**src/rtl/spx_pkg.sv**
```systemverilog
package spx_pkg;

  typedef enum logic [2:0] {
    SPX_IDLE   = 3'd0,
    SPX_WSHIFT = 3'd1,
    SPX_WLATCH = 3'd2,
    SPX_RLOAD  = 3'd3,
    SPX_RSHIFT = 3'd4
  } spx_state_e;

endpackage

```
**src/rtl/spx_rst_sync.sv**
```systemverilog
module spx_rst_sync (
  input  logic clk,
  input  logic rst_n,
  output logic rst_ns
);

  logic [1:0] sync_q;

  always_ff @(posedge clk or negedge rst_n) begin
    if (!rst_n) begin
      sync_q <= 2'b00;
    end else begin
      sync_q <= {sync_q[0], 1'b1};
    end
  end

  assign rst_ns = sync_q[1];

endmodule

```
**src/rtl/spx_sclk_gen.sv**
```systemverilog
module spx_sclk_gen #(
  parameter int CLK_DIV = 4
) (
  input  logic clk,
  input  logic rst_ns,
  input  logic run,
  input  logic shift_en,
  output logic sclk,
  output logic rise_tick,
  output logic period_end
);

  localparam int HALF = CLK_DIV / 2;
  localparam int PH_W = (CLK_DIV > 1) ? $clog2(CLK_DIV) : 1;

  logic [PH_W-1:0] phase_q;
  logic [PH_W-1:0] phase_d;

  always_comb begin
    phase_d = phase_q;
    if (!run) begin
      phase_d = '0;
    end else if (phase_q == PH_W'(CLK_DIV - 1)) begin
      phase_d = '0;
    end else begin
      phase_d = phase_q + PH_W'(1);
    end
  end

  always_ff @(posedge clk or negedge rst_ns) begin
    if (!rst_ns) begin
      phase_q <= '0;
    end else begin
      phase_q <= phase_d;
    end
  end

  assign period_end = run && (phase_q == PH_W'(CLK_DIV - 1));
  assign rise_tick  = run && (phase_q == PH_W'(HALF - 1));
  assign sclk       = shift_en && (phase_q >= PH_W'(HALF));

  AST_SCLK_FALL_AT_WRAP: assert property (@(posedge clk) disable iff (!rst_ns)
    $fell(sclk) |-> (phase_q == '0 || !shift_en))
    else $error("serial clock fell mid-bit");

endmodule

```
**src/rtl/spx_tx_shift.sv**
```systemverilog
module spx_tx_shift #(
  parameter int W = 56
) (
  input  logic         clk,
  input  logic         rst_ns,
  input  logic         load,
  input  logic [W-1:0] load_val,
  input  logic         shift,
  input  logic         out_en,
  output logic         sdo
);

  logic [W-1:0] sh_q;
  logic [W-1:0] sh_d;

  always_comb begin
    sh_d = sh_q;
    if (load) begin
      sh_d = load_val;
    end else if (shift) begin
      sh_d = {sh_q[W-2:0], 1'b0};
    end
  end

  always_ff @(posedge clk or negedge rst_ns) begin
    if (!rst_ns) begin
      sh_q <= '0;
    end else begin
      sh_q <= sh_d;
    end
  end

  assign sdo = out_en & sh_q[W-1];

  AST_TX_LOAD_XOR_SHIFT: assert property (@(posedge clk) disable iff (!rst_ns)
    !(load && shift))
    else $error("transmit load and shift together");

endmodule

```
**src/rtl/spx_rx_shift.sv**
```systemverilog
module spx_rx_shift #(
  parameter int W = 48
) (
  input  logic         clk,
  input  logic         rst_ns,
  input  logic         shift,
  input  logic         sdi,
  input  logic         commit,
  output logic [W-1:0] data_out
);

  logic [W-1:0] cap_q;
  logic [W-1:0] cap_d;
  logic [W-1:0] hold_q;
  logic [W-1:0] hold_d;

  always_comb begin
    cap_d  = shift ? {cap_q[W-2:0], sdi} : cap_q;
    hold_d = commit ? cap_d : hold_q;
  end

  always_ff @(posedge clk or negedge rst_ns) begin
    if (!rst_ns) begin
      cap_q  <= '0;
      hold_q <= '0;
    end else begin
      cap_q  <= cap_d;
      hold_q <= hold_d;
    end
  end

  assign data_out = hold_q;

  AST_RX_COMMIT_WITH_SHIFT: assert property (@(posedge clk) disable iff (!rst_ns)
    commit |-> shift)
    else $error("commit without final sample");

endmodule

```
**src/rtl/spx_ctrl.sv**
```systemverilog
module spx_ctrl #(
  parameter int NUM_PORTS = 6,
  parameter int PORT_W    = 8,
  parameter int CLK_DIV   = 4
) (
  input  logic                        clk,
  input  logic                        rst_n,
  input  logic                        wr_req,
  input  logic                        rd_req,
  input  logic [NUM_PORTS-1:0]        dir_mask,
  input  logic [NUM_PORTS*PORT_W-1:0] out_bytes,
  output logic [NUM_PORTS*PORT_W-1:0] in_bytes,
  output logic                        busy,
  output logic                        ser_clk,
  output logic                        ser_out,
  input  logic                        ser_in,
  output logic                        out_latch,
  output logic                        in_load
);

  import spx_pkg::*;

  localparam int RX_BITS = NUM_PORTS * PORT_W;
  localparam int TX_BITS = RX_BITS + PORT_W;
  localparam int CNT_W   = $clog2(TX_BITS);

  logic               rst_ns;
  spx_state_e         state_q, state_d;
  logic [CNT_W-1:0]   bcnt_q, bcnt_d;
  logic               tx_load, tx_shift, rx_shift, rx_commit;
  logic               run, shift_en, rise_tick, period_end;
  logic [PORT_W-1:0]  en_byte;

  spx_rst_sync u_rst (
    .clk    (clk),
    .rst_n  (rst_n),
    .rst_ns (rst_ns)
  );

  // Direction byte: one enable per port, unused upper bits forced low.
  always_comb begin
    en_byte = '0;
    for (int p = 0; p < NUM_PORTS; p++) begin
      en_byte[p] = dir_mask[p];
    end
  end

  always_comb begin
    state_d   = state_q;
    bcnt_d    = bcnt_q;
    tx_load   = 1'b0;
    tx_shift  = 1'b0;
    rx_shift  = 1'b0;
    rx_commit = 1'b0;
    case (state_q)
      SPX_IDLE: begin
        bcnt_d = '0;
        if (wr_req) begin
          state_d = SPX_WSHIFT;
          tx_load = 1'b1;
        end else if (rd_req) begin
          state_d = SPX_RLOAD;
        end
      end
      SPX_WSHIFT: begin
        if (period_end) begin
          if (bcnt_q == CNT_W'(TX_BITS - 1)) begin
            state_d = SPX_WLATCH;
            bcnt_d  = '0;
          end else begin
            bcnt_d   = bcnt_q + CNT_W'(1);
            tx_shift = 1'b1;
          end
        end
      end
      SPX_WLATCH: begin
        if (period_end) begin
          state_d = SPX_IDLE;
        end
      end
      SPX_RLOAD: begin
        if (period_end) begin
          state_d = SPX_RSHIFT;
          bcnt_d  = '0;
        end
      end
      SPX_RSHIFT: begin
        if (rise_tick) begin
          rx_shift = 1'b1;
          if (bcnt_q == CNT_W'(RX_BITS - 1)) begin
            state_d   = SPX_IDLE;
            rx_commit = 1'b1;
            bcnt_d    = '0;
          end else begin
            bcnt_d = bcnt_q + CNT_W'(1);
          end
        end
      end
      default: begin
        state_d = SPX_IDLE;
      end
    endcase
  end

  always_ff @(posedge clk or negedge rst_ns) begin
    if (!rst_ns) begin
      state_q <= SPX_IDLE;
      bcnt_q  <= '0;
    end else begin
      state_q <= state_d;
      bcnt_q  <= bcnt_d;
    end
  end

  assign run       = (state_q != SPX_IDLE);
  assign shift_en  = (state_q == SPX_WSHIFT) || (state_q == SPX_RSHIFT);
  assign busy      = run;
  assign out_latch = (state_q == SPX_WLATCH);
  assign in_load   = (state_q == SPX_RLOAD);

  spx_sclk_gen #(.CLK_DIV(CLK_DIV)) u_sclk (
    .clk        (clk),
    .rst_ns     (rst_ns),
    .run        (run),
    .shift_en   (shift_en),
    .sclk       (ser_clk),
    .rise_tick  (rise_tick),
    .period_end (period_end)
  );

  spx_tx_shift #(.W(TX_BITS)) u_tx (
    .clk      (clk),
    .rst_ns   (rst_ns),
    .load     (tx_load),
    .load_val ({en_byte, out_bytes}),
    .shift    (tx_shift),
    .out_en   (state_q == SPX_WSHIFT),
    .sdo      (ser_out)
  );

  spx_rx_shift #(.W(RX_BITS)) u_rx (
    .clk      (clk),
    .rst_ns   (rst_ns),
    .shift    (rx_shift),
    .sdi      (ser_in),
    .commit   (rx_commit),
    .data_out (in_bytes)
  );

  AST_ACCEPT_WRITE: assert property (@(posedge clk) disable iff (!rst_ns)
    (!busy && wr_req) |=> (busy && !in_load))
    else $error("write not taken first");

  AST_ACCEPT_READ: assert property (@(posedge clk) disable iff (!rst_ns)
    (!busy && !wr_req && rd_req) |=> in_load)
    else $error("read did not start with load");

  AST_LATCH_ENDS_XFER: assert property (@(posedge clk) disable iff (!rst_ns)
    $fell(out_latch) |-> !busy)
    else $error("latch ended but transfer continues");

  AST_SDO_STABLE_HIGH: assert property (@(posedge clk) disable iff (!rst_ns)
    ($past(ser_clk) && ser_clk) |-> $stable(ser_out))
    else $error("serial data moved while clock high");

  AST_INBYTES_HOLD: assert property (@(posedge clk) disable iff (!rst_ns)
    !$stable(in_bytes) |-> $fell(busy))
    else $error("input bytes changed outside completion");

  AST_STROBES_EXCLUSIVE: assert property (@(posedge clk) disable iff (!rst_ns)
    $onehot0({ser_clk, out_latch, in_load}))
    else $error("strobes overlap");

endmodule

```
**config.mk**
```make
export PLATFORM = sky130hd
export DESIGN_NAME = spx_ctrl
export DESIGN_NICKNAME = d
export VERILOG_FILES = /design/src/rtl/spx_pkg.sv /design/src/rtl/spx_rst_sync.sv /design/src/rtl/spx_sclk_gen.sv /design/src/rtl/spx_tx_shift.sv /design/src/rtl/spx_rx_shift.sv /design/src/rtl/spx_ctrl.sv
export SDC_FILE = /design/constraint.sdc
export NUM_CORES = 1
export LEC_CHECK = 0
export BUFFER_PORTS_ARGS = -buffer_cell sky130_fd_sc_hd__clkbuf_2
export CELL_PAD_IN_SITES_DETAIL_PLACEMENT = 1
export CELL_PAD_IN_SITES_GLOBAL_PLACEMENT = 1
export CORE_MARGIN = 8
export CORE_UTILIZATION = 46
export CTS_CLUSTER_DIAMETER = 30
export DETAILED_ROUTE_END_ITERATION = 8
export GPL_TIMING_DRIVEN = 0
export PLACE_DENSITY_LB_ADDON = 0.3
export REMOVE_ABC_BUFFERS = 1
export SYNTH_ARGS = -nofsm -noshare
export SYNTH_HDL_FRONTEND = slang
export SYNTH_SLANG_ARGS = --single-unit
```
**constraint.sdc**
```tcl
create_clock -name clk -period 6.6 [get_ports clk]
set_input_delay 1.32 -clock clk [delete_from_list [all_inputs] [get_ports clk]]
set_output_delay 1.32 -clock clk [all_outputs]
set_load 0.05 [all_outputs]
```
# [After elaboration in Yosys (flattened, before gate mapping)]
# Index checks and enable logic that the tools add are counted.
[word_totals] in_bits=59 reg_bits=165 elab_cells=66 output_inout_bits=53
[classes] n_reduce_logical=10 eq_ne=15 mux=30 magnitude_cmp=1 add_sub_neg=2 n_bitwise=1
[op_table] operator="56-bit 2-to-1 mux" count=2
[op_table] operator="48-bit 2-to-1 mux" count=1
[op_table] operator="6-bit 2-to-1 mux" count=5
[op_table] operator="3-bit 2-to-1 mux" count=8
[op_table] operator="6-bit one-hot mux with 4 select lines" count=1
[op_table] operator="3-bit one-hot mux with 5 select lines" count=1
[op_table] operator="6-bit == test, second input constant" count=2
[op_table] operator="1-bit 2-to-1 mux" count=10
[op_table] operator="2-bit != test, second input constant" count=4
[op_table] operator="7-bit AND reduction" count=1
[op_table] operator="6-bit by 1-bit adder with 6-bit output, second input constant" count=1
[op_table] operator="3-bit by 2-bit == test with 1-bit output, second input constant" count=2
[op_table] operator="2-bit 2-to-1 mux" count=2
[op_table] operator="2-bit by 1-bit != test with 1-bit output, second input constant" count=2
[op_table] operator="4-bit AND reduction" count=1
[op_table] operator="4-bit nonzero test" count=1
[op_table] operator="3-bit by 1-bit == test with 1-bit output, second input constant" count=1
[op_table] operator="3-bit == test, second input constant" count=1
[op_table] operator="1-bit logical AND" count=3
[op_table] operator="3-bit zero test" count=1
[op_table] operator="3-bit != test, second input constant" count=1
[op_table] operator="3-bit nonzero test" count=1
[op_table] operator="2-bit by 1-bit adder with 2-bit output, second input constant" count=1
[op_table] operator="2-bit by 1-bit == test with 1-bit output, second input constant" count=1
[op_table] operator="other kinds (5)" count=5

# [Depth between registers and ports, before layout]
[depth] ltp_word=6 mapped_depth=7

# [Cells and area by module]
# From an unflattened synthesis, not the netlist that was laid out.
[hier_totals] cells_unflattened=530 hier_area_um2=7016.7
[modules_own_cells] module="spx_rx_shift" instances=1 area_each_um2=3624.7 seq_area_each_um2=2402.3 cells_per_inst=202
[modules_own_cells] module="spx_tx_shift" instances=1 area_each_um2=2590.0 seq_area_each_um2=1401.3 cells_per_inst=243
[modules_own_cells] module="spx_ctrl" instances=1 area_each_um2=631.9 seq_area_each_um2=225.2 cells_per_inst=72
[modules_own_cells] module="spx_sclk_gen" instances=1 area_each_um2=116.4 seq_area_each_um2=50.0 cells_per_inst=10
[modules_own_cells] module="spx_rst_sync" instances=1 area_each_um2=53.8 seq_area_each_um2=50.0 cells_per_inst=3

# [Worst setup path after synthesis]
# OpenSTA, ideal clock, no wires.
[synth_timing] path_kind="reg-to-output" from="register state_q[2]" to="output ser_out" stages_incl_launch_ff=4 path_buffers=1 t_arrival_ns=1.828 path_slack_ns=3.452 cell_sequence="dfrtp_1 buf_4 nand2b_1 nor3b_1"
[synth_between] elab_chain_cells=2
[synth_rtl] element="start: declaration" line_no="spx_ctrl.sv:28" text="spx_state_e state_q, state_d;"
[synth_rtl] element="start signal: assignment" line_no="spx_ctrl.sv:110" text="state_q <= state_d;"
[synth_rtl] element="3-bit by 1-bit == test with 1-bit output" line_no="spx_ctrl.sv:137" text=".out_en (state_q == SPX_WSHIFT),"
[synth_rtl] element="1-bit bitwise AND" line_no="spx_tx_shift.sv:33" text="assign sdo = out_en & sh_q[W-1];"
[synth_rtl] element="end: declaration" line_no="spx_ctrl.sv:15" text="output logic ser_out,"
# Every way passes these cells.

# [Worst setup path after layout]
[layout_timing] from="register state_q[0]" to="output ser_out"
# The elaborated chain is that of the path after synthesis.

==> reports/results.txt <==
number of endpoints failing setup at the final stage -> 0
count of synthesis-stage warnings from yosys -> 0
die span in x -> 140 microns
part of the power in the clock network -> 0.316
upper clock frequency limit -> 0.327 GHz
clock latency on the worst-skew pair -> 0.41 ns
Post CTS Setup Buffer Count -> 0
total wire length -> 14.2 mm
post-route clock skew -> 0.00963 ns
Unique masters post-synth -> 44
overall fraction of global-route tracks in use -> 0.155
VDD IR max -> 0.000203 V
leakage power total -> 0.00399 uW
Min-Delay Startpoint -> u_rst.sync_q[0]
total number of vias -> 4306
worst reg2reg setup slack -> 3.82 ns
Post-Synthesis Cells -> 529
WP data required -> 5.28 ns
worst hold path cell count -> 0
critical register-to-register path startpoint -> state_q[0]
Worst Path Arrival -> 1.73 ns
Std-Cell Core Area -> 15100 sq um
clock tree from TritonCTS -> done
clock transition time at the flip-flop clock pins of the worst setup and hold paths -> 0.06 ns
number of diodes -> 0
net count reported at finish -> 692
count of H-tree levels built during CTS -> 4
largest cells by area after synthesis -> dfrtp_1 (58%), mux2_2 (12%), mux2i_1 (7.8%)
antenna violations before repair -> 0
Remaining DRCs -> 0
count of flip-flops with a built-in enable after synthesis -> 0
crit path time final -> 3.05 ns
count of cells resized by post-cts repair -> 0
CP max FO -> 12
global-route wire length before repair -> 24.5 mm
flops & latches, synth -> 164
kind of path behind the tightest hold check -> flop to flop
flip-flop cell with the highest count after synthesis -> dfrtp_1
outcome -> completed
gpl congestion -> 0.792
Worst Hold Path EP -> u_rst.sync_q[1]
share of power burned in combinational logic -> 0.263
unrepaired setup endpoints after global routing -> false
buffer cell driving the clock tree root -> clkbuf_16
mean number of vias per cell -> 5.19
count of maximum capacitance violations -> 0
Worst R2R Path Depth -> 4
die footprint -> 19500 sq um
final worst path period share -> 0.463
number of detailed-route iterations in the first pass -> 4
synthesized area -> 7050 sq um
clk sinks -> 164
Slew @ Worst Pin -> 0.957 ns
number of max-slew violations in the final report -> 0
final hold violations -> 0
top cells by count, synth -> dfrtp_1 (164), mux2_2 (75), nand2_1 (62)
sum of net half-perimeters after detailed placement -> 9.45 mm
classification of the worst setup path -> flop to output pin
starting utilization of the core area -> 0.467
DRC marker count from the first detailed-route iteration -> 202
worst reg2reg endpoint -> u_rx.data_out[44]
setup TNS -> 0 ns
Avg Synthesized Cell Area -> 13.3 sq um
Finished Core Util -> 0.547
max_slew headroom -> 0.362
port bufs -> 111
fraction of registers with async set or reset after synthesis -> 1.00
Internal -> 2230 uW
vias in the first global route -> 4826
fill count -> 1544
post-synth top area cell -> dfrtp_1
largest net degree at the start of global routing -> 92
count of boundary I/O pins -> 112
share of final-layout standard cells stronger than drive strength 1 -> 0.383
Seq pwr share -> 0.421
worst-case setup slack after placement -> 3.77 ns
total global routing overflow -> 0
net load switching power -> 1030 uW
Net Sw Frac -> 0.316
total power density per cell area -> 395 nW/um^2
area share of the leading cell type in the synthesized netlist -> 0.582
final worst setup slack -> 3.55 ns
element type at the critical path end -> output pin
proportion of synthesized chip area in sequential cells -> 0.582
vertical extent of the die -> 140 microns
Cell Rows -> 45
worst-case clock buffer depth -> 2
startpoint kind of the worst setup timing path -> flop
CTS buffer count -> 17
antenna-violating nets left -> 0
area grow syn2layout -> 17.2%
number of buffers added to fix hold violations after cts -> 0
Avg WL per Cell -> 17.1 microns
most frequent cell after synthesis -> dfrtp_1
==> cells in the final DEF (no fill, tap or decap), types with 3 or more instances in the layout <==
master     instances
nor2_1            10
nand2b_1           3
a22o_1             4
mux2_2            75
nand3_1            3
and2_4             3
nor3_1             5
mux2_4            20
clkbuf_1           3
mux2i_1           55
clkbuf_16         17
bufinv_16          4
ha_1               4
clkinv_4           3
a21oi_1            4
inv_1              5
nand2_1           62
o21ai_1           54
dfrtp_1          163
buf_16             3
clkbuf_2         111
==> cells by family after synthesis <==
| kind of cell | share of synthesized area |
|---|---|
| DFF | 0.582 |
| muxes | 0.241 |
| and+or+nand+nor | 0.0609 |
| AOI/OAI and AO/OA | 0.0622 |
| buffers and inverters | 0.0449 |
| adders and majority gates | 0.00710 |
| other | 0.000532 |
| xor gates and xnor gates | 0.00124 |
==> flip-flops by register name (all words and copies together) (netlist names) <==
name and count:
u_sclk.phase_q 2, bcnt_q 6, u_rx.cap_q 47, u_rst.sync_q 2
state_q 3, u_rx.data_out 48, u_tx.sh_q 56
==> per-layer routing <==
| layer | routed length [microns] | part of all wire | track usage |
|---|---|---|---|
| met3 | 607 | 0.043 | 0.0469 |
| met4 | 144 | 0.010 | 0.0480 |
| met2 | 7330 | 0.52 | 0.263 |
| met5 | 0 | 0 | 0 |
| met1 | 6150 | 0.43 | 0.184 |
==> layout make-up <==
class	count	area, sq um	area share
Clock buffer	20	437	0.0529
Clock inverter	12	180	0.0218
Inverter	5	18.8	0.00227
Multi-Input combinational cell	327	2640	0.320
Sequential cell	164	4110	0.498
Tap cell	188	235	0.0285
Timing Repair Buffer	114	638	0.0773
==> critical path: stages, from the launching register on <==
cell and delay [ns]:
dfrtp_1 0.56, nand2b_1 0.18, nor3b_1 0.26, clkbuf_2 0.32
==> through the flow <==
step                      total power [uW]  std cells  hold slack (ns)  instance area (sq um)
final                                 3260        830            0.367                   8250
after CTS                             3300        830            0.373                   8250
after floorplan                       2030        496            0.331                   6750
after global placement                2190        795            0.338                   7540
after global routing                  3460        830            0.378                   8250
after detailed placement              2250        798            0.354                   7640
==> power groups by stage <==
stage | logic (uW) | registers [uW] | clock network (uW)
3_5_place_dp | 860 | 1390 | 0
5_1_grt | 962 | 1400 | 1100
3_3_place_gp | 805 | 1380 | 0
6_report | 858 | 1370 | 1030
2_1_floorplan | 680 | 1350 | 0
4_1_cts | 872 | 1370 | 1060
==> worst max-delay path by stage <==
stage                               start                 to  slack (ns)  depth (start not counted)
after global placement    u_rst.sync_q[1]  u_rx.data_out[24]        0.07                          0
final                          state_q[0]            ser_out        3.55                          3
after detailed placement       state_q[0]  u_rx.data_out[47]        3.77                          4
after CTS                      state_q[0]            ser_out        3.50                          3
after floorplan           u_rst.sync_q[1]          bcnt_q[0]        1.69                          0
after global routing           state_q[0]            ser_out        3.32                          3
Power figures use the tool's default switching activity.
